===== src/rtl/burst_pkg.sv =====
package burst_pkg;

  // Command seen at one clock edge, after the enable and selection decode
  typedef enum logic [1:0] {
    CMD_HOLD = 2'd0,   // nothing changes
    CMD_LOAD = 2'd1,   // capture a new start address
    CMD_STOP = 2'd2,   // terminate the burst in progress
    CMD_STEP = 2'd3    // move to the next beat
  } burst_cmd_e;

endpackage


===== src/rtl/burst_cmd_decode.sv =====
module burst_cmd_decode
  import burst_pkg::*;
(
  input  logic       cke_n,
  input  logic       advance,
  input  logic       chip_sel,
  input  logic       active,
  output burst_cmd_e cmd
);

  always_comb begin
    if (cke_n) begin
      cmd = CMD_HOLD;
    end else if (!advance) begin
      cmd = chip_sel ? CMD_LOAD : CMD_STOP;
    end else begin
      cmd = active ? CMD_STEP : CMD_HOLD;
    end
  end

endmodule


===== src/rtl/burst_seq_ctrl.sv =====
module burst_seq_ctrl
  import burst_pkg::*;
#(
  parameter int AW = 17,
  parameter int BB = 2
) (
  input  logic          clk,
  input  logic          rst_n,
  input  burst_cmd_e    cmd,
  input  logic [AW-1:0] addr_in,
  output logic [AW-1:0] base,
  output logic [BB-1:0] beat,
  output logic          active
);

  always_ff @(posedge clk or negedge rst_n) begin
    if (!rst_n) begin
      base   <= '0;
      beat   <= '0;
      active <= 1'b0;
    end else begin
      case (cmd)
        CMD_LOAD: begin
          base   <= addr_in;
          beat   <= '0;
          active <= 1'b1;
        end
        CMD_STOP: active <= 1'b0;
        CMD_STEP: beat   <= beat + BB'(1);
        default: ;
      endcase
    end
  end

  // Termination clears the flag but keeps the captured start
  assert_stop_keeps_base_R7: assert property (@(posedge clk) disable iff (!rst_n)
    (cmd == CMD_STOP) |=> (!active && $stable(base)));

  // A load always starts at beat 0
  assert_load_restart_R10: assert property (@(posedge clk) disable iff (!rst_n)
    (cmd == CMD_LOAD) |=> (beat == '0));

endmodule


===== src/rtl/burst_order_map.sv =====
module burst_order_map #(
  parameter int AW = 17,
  parameter int BB = 2
) (
  input  logic [AW-1:0] base,
  input  logic [BB-1:0] beat,
  input  logic          order_xor,
  output logic [AW-1:0] addr
);

  logic [BB-1:0] low_lin;
  logic [BB-1:0] low_xor;
  logic [BB-1:0] low_sel;

  always_comb begin
    low_lin = base[BB-1:0] + beat;
    low_xor = base[BB-1:0] ^ beat;
    low_sel = order_xor ? low_xor : low_lin;
  end

  generate
    if (AW > BB) begin : g_upper
      assign addr = {base[AW-1:BB], low_sel};
    end else begin : g_narrow
      assign addr = low_sel;
    end
  endgenerate

  always_comb begin
    assert_beat0_is_start_R2: assert (beat != '0 || addr == base);
  end

endmodule


===== src/rtl/burst_addr_gen.sv =====
module burst_addr_gen
  import burst_pkg::*;
#(
  parameter int AW = 17,
  parameter int BB = 2
) (
  input  logic          clk,
  input  logic          rst_n,
  input  logic          cke_n,
  input  logic          advance,
  input  logic          chip_sel,
  input  logic          order_xor,
  input  logic [AW-1:0] addr_in,
  output logic [AW-1:0] arr_addr,
  output logic          burst_act
);

  burst_cmd_e    cmd;
  logic [AW-1:0] base;
  logic [BB-1:0] beat;

  burst_cmd_decode u_dec (
    .cke_n    (cke_n),
    .advance  (advance),
    .chip_sel (chip_sel),
    .active   (burst_act),
    .cmd      (cmd)
  );

  burst_seq_ctrl #(.AW(AW), .BB(BB)) u_ctrl (
    .clk     (clk),
    .rst_n   (rst_n),
    .cmd     (cmd),
    .addr_in (addr_in),
    .base    (base),
    .beat    (beat),
    .active  (burst_act)
  );

  burst_order_map #(.AW(AW), .BB(BB)) u_map (
    .base      (base),
    .beat      (beat),
    .order_xor (order_xor),
    .addr      (arr_addr)
  );

  assert_load_R2: assert property (@(posedge clk) disable iff (!rst_n)
    (!cke_n && !advance && chip_sel) |=> (burst_act && arr_addr == $past(addr_in)));

  assert_upper_fixed_R3: assert property (@(posedge clk) disable iff (!rst_n)
    (!cke_n && advance) |=> (arr_addr[AW-1:BB] == $past(arr_addr[AW-1:BB])));

  assert_linear_step_R4: assert property (@(posedge clk) disable iff (!rst_n)
    (!cke_n && advance && burst_act && !order_xor) |=>
      (arr_addr[BB-1:0] == $past(arr_addr[BB-1:0]) + BB'(1)));

  assert_terminate_R7: assert property (@(posedge clk) disable iff (!rst_n)
    (!cke_n && !advance && !chip_sel) |=> !burst_act);

  assert_freeze_R8: assert property (@(posedge clk) disable iff (!rst_n)
    cke_n |=> ($stable(arr_addr) && $stable(burst_act)));

  assert_idle_advance_R9: assert property (@(posedge clk) disable iff (!rst_n)
    (!cke_n && advance && !burst_act) |=> ($stable(arr_addr) && !burst_act));

endmodule


===== config.mk =====
export PLATFORM = sky130hd
export DESIGN_NAME = burst_addr_gen
export DESIGN_NICKNAME = d
export VERILOG_FILES = /design/src/rtl/burst_pkg.sv /design/src/rtl/burst_cmd_decode.sv /design/src/rtl/burst_seq_ctrl.sv /design/src/rtl/burst_order_map.sv /design/src/rtl/burst_addr_gen.sv
export SDC_FILE = /design/constraint.sdc
export NUM_CORES = 1
export LEC_CHECK = 0
export ABC_AREA = 0
export BUFFER_PORTS_ARGS = -buffer_cell sky130_fd_sc_hd__buf_4
export CAP_MARGIN = 20
export CELL_PAD_IN_SITES_DETAIL_PLACEMENT = 1
export CELL_PAD_IN_SITES_GLOBAL_PLACEMENT = 1
export CORE_MARGIN = 2
export CORE_UTILIZATION = 36
export CTS_CLUSTER_SIZE = 25
export DETAILED_ROUTE_END_ITERATION = 12
export PLACE_DENSITY_LB_ADDON = 0.3
export REMOVE_ABC_BUFFERS = 1
export SLEW_MARGIN = 20
export SYNTH_ARGS = -nofsm -noshare
export SYNTH_HDL_FRONTEND = slang
export SYNTH_HIERARCHICAL = 1
export SYNTH_SLANG_ARGS = --single-unit

===== constraint.sdc =====
create_clock -name clk -period 2.08 [get_ports clk]
set_clock_uncertainty 0.2 [all_clocks]
set_input_delay 0.208 -clock clk [delete_from_list [all_inputs] [get_ports clk]]
set_output_delay 0.208 -clock clk [all_outputs]
set_load 0.1 [all_outputs]

After elaboration in Yosys (flattened, before gate mapping)
Cells that the tools add are included.
- equality and inequality tests: 3
- mux-type cells: 7
- add/subtract/negate cells: 2
- bitwise gates (word level): 1
- reductions and logical operators: 2
- operators by type and width (kind ; count):
    2-bit 2-to-1 mux ; 5
    2-bit equality test (second input constant) ; 2
    2-bit case mux with 2 select lines ; 1
    2-bit nonzero test ; 2
    2-bit by 1-bit adder with 2-bit output (second input constant) ; 1
    2-bit adder ; 1
    2-bit by 1-bit equality test with 1-bit output (second input constant) ; 1
    1-bit case mux with 2 select lines ; 1
    2-bit bitwise XOR ; 1
- word-level logic and storage cells: 18
- register bits: 20

Depth between registers and ports, before layout
- depth after elaboration: 5
- depth in mapped cells: 7
- mapped depth without buffers: 6

By module
Netlist, hierarchy kept.
- by module, submodules not included (module ; instances ; area each (sq um) ; cells each):
    burst_seq_ctrl ; 1 ; 847.1 ; 50
    burst_order_map ; 1 ; 148.9 ; 19
    burst_cmd_decode ; 1 ; 30.0 ; 5

Worst setup path before layout
OpenSTA, ideal clock, no wires.
- path type: register -> output
- start: register u_ctrl.beat[0]
- end: output arr_addr[1]
- cell stages (with the launch flop): 4
- data required time: 1.672 ns
- data arrival time: 2.246 ns
- path slack: -0.574 ns
- buffers on the path: 0
- cell sequence: dfrtp_1 ha_1 nor2b_1 xnor2_1
- word-level cells in the longest chain between the ends: 2
- RTL lines (what ; RTL line ; RTL):
    from (decl) ; burst_seq_ctrl.sv:12 ; output logic [BB-1:0] beat,
    from (signal assigned) ; burst_seq_ctrl.sv:29 ; CMD_STEP: beat <= beat + BB'(1);
    2-bit adder ; burst_order_map.sv:16 ; low_lin = base[BB-1:0] + beat;
    2-bit 2-to-1 mux ; burst_order_map.sv:18 ; low_sel = order_xor ? low_xor : low_lin;
    to (decl) ; burst_addr_gen.sv:14 ; output logic [AW-1:0] arr_addr,
No other way between the ends.

Worst setup path in the final report
Ends and elaborated chain as after synthesis.

==> reports/qor.txt <==
Run status: finished, final reports clean
Most used flip-flop cell after synthesis: dfrtp_1
Reg-to-reg critical path startpoint: u_ctrl/active
TritonCTS Buffers: 3
# rows: 19
Number of max-cap violations: 0
Post-CTS sizing: 0
Core area: 2730 um2
Flops & latches, synth: 20
Number of H-tree levels: 1
Final count of hold timing violations: 0
Post-synthesis cell type count: 19
Post-synth top area share: 0.488
Finish-stage setup viols: 0
First-pass GRT wire length: 3360 um
Hold crit path type: in2async
CP Class: reg2out
Crit path DAT: 1.50 ns
Vias per Instance: 4.55
Tcrit/Tclk final: 0.915
CP max FO: 3
Top cell type by total area after synthesis: dfrtp_1
Top post-synthesis cells by area: dfrtp_1 49%, mux2_4 15%, buf_4 11%
Gr ovfl total: 0
Most common cell in the netlist: dfrtp_1
Synth warn: 6
CP startpoint: u_ctrl/beat[0]
# clock sinks: 20
Max transition margin: 0.810
DRC: 0
Die area: 3290 um2
Slew Limit Fails: 0
WL/cell: 14.0 um
Starting Density: 0.375
CP Cell Sequence: ha_1 -> nor2b_1 -> xnor2_1 -> buf_4
# IOs: 41
Antenna cells: 0
Post-layout net count: 148
Critical path's slowest cell: dfrtp_1
CP peak stage delay: 0.43 ns
CTS tree: built
Area Overhead vs Synth: 40.7%
Worst-Skew Late Latency: 0.29 ns
Clk buf depth: 2
First-pass iteration count of the detailed router: 3
Fraction of layout cells with a size suffix above 1: 0.529
Antenna Nets Post-Route: 0
Port bufs: 40
EDFF count, synth: 0
Clock transition at the registers of the reported paths: 0.11 ns
Die Ht: 57.4 um
Total wire length: 2100 um
Final worst slack: 0.177 ns
Critical path endpoint category: output port
GPL Wtd Cong: 0.654
Root buf cell: clkbuf_4
Iter 0 DRT Violations: 12
Die X-Extent: 57.4 um
Synthesized area: 1030 um2
Slew of the pin with the lowest slew margin: 0.288 ns
F_max: 525 MHz
Post-layout min period: 1.90 ns
Post-synthesis sequential area ratio: 0.488
Syn Area/Cell: 13.9 um2
Worst setup SP type: flop
Post-synth top cells: 20 x dfrtp_1, 15 x buf_4, 10 x mux2_4, 8 x mux2_2, 4 x ha_1
Initial antenna violation count: 0
Final HPWL DP: 1430 um
Largest net degree at the start of global routing: 21
Req. time, crit path: 1.67 ns
Synth Instances: 74
# fillers: 299
Unrepaired setup endpoints after global routing: false
Pre-CTS setup slack: 0.244 ns
Post-synth ARST share: 1.00
Vias in the first global route: 713
GRT Resource Usage Total: 0.133
Via count: 682
## registers in the layout, indices dropped and copies added, names as in the netlist
signal	cells
u_ctrl/beat	2
u_ctrl/active	1
u_ctrl/base	17
## path summary, 6_finish.rpt
check	depth (start not counted)	slack [ns]	endpoint
worst max-delay path	4	0.18	arr_addr[1]
worst min-delay path	2	0.12	u_ctrl/base[10]
worst max register to register	5	0.28	u_ctrl/base[6]
worst min register to register	1	0.32	u_ctrl/base[5]
max in group asynchronous	2	1.35	u_ctrl/base[8]
min in group clk	5	0.19	u_ctrl/active
## timing repair
| action | CTS | global route |
|---|---|---|
| buffers inserted | 0 | 0 |
| hold buffers | 18 | 0 |
| endpoints found under the hold margin | 37 | 0 |
## through the flow
step                TNS (ns)   util  hold slack, ns  cell area (um2)  instances
floorplan             -13.03      -          -0.288              882         57
global placement           0  0.454         -0.0980             1240        129
detailed placement         0  0.454         -0.0988             1240        129
CTS                        0  0.528           0.115             1440        150
global route               0  0.528           0.131             1440        150
finish                     0  0.528           0.116             1440        150
## worst max-delay path, delay by kind of cell (launching register included)
family,cells,cell delay (ns)
flops,1,0.43
buf+inv,1,0.31
fa+ha+maj,1,0.18
simple gates,1,0.14
xor+xnor,1,0.14
## cell usage in the layout, fill, tap and decap left out
cell and n:
nand2_1 2, or2_1 1, xor2_1 1, dlygate4sd3_1 18
mux2_4 10, nor2b_1 1, buf_12 1, nor2_1 1
a21oi_2 1, xnor2_1 2, buf_4 40, dfrtp_1 20
ha_1 4, inv_1 2, o21ai_0 1, mux2_2 8
a22o_1 1, nand2b_1 1, clkbuf_4 3, a21oi_1 1
## metal layers
metal,track usage,vias to the layer above,share of wire
li1,-,324,-
met1,0.170,335,0.42
met2,0.232,21,0.53
met3,0.00680,2,0.046
met4,0.0598,0,0.0091
met5,0,-,0
## cell type report
type                            instances  area [um2]  share of cell area
Sequential cell                        20         500               0.347
Timing Repair Buffer                   59         500               0.347
Multi-Input combinational cell         35         374               0.259
Tap cell                               31        38.8              0.0269
Clock buffer                            3        22.5              0.0156
Inverter                                2        7.51             0.00520
## cells by family after synthesis
family          share of synthesized area
mux                                 0.234
flops                               0.488
buf+inv                             0.148
compound gates                     0.0268
fa+ha+maj                          0.0488
xor+xnor                           0.0256
simple gates                       0.0293
Power is not shown: default switching activity piles up to over one toggle a cycle in this logic, so the estimate is an artifact.
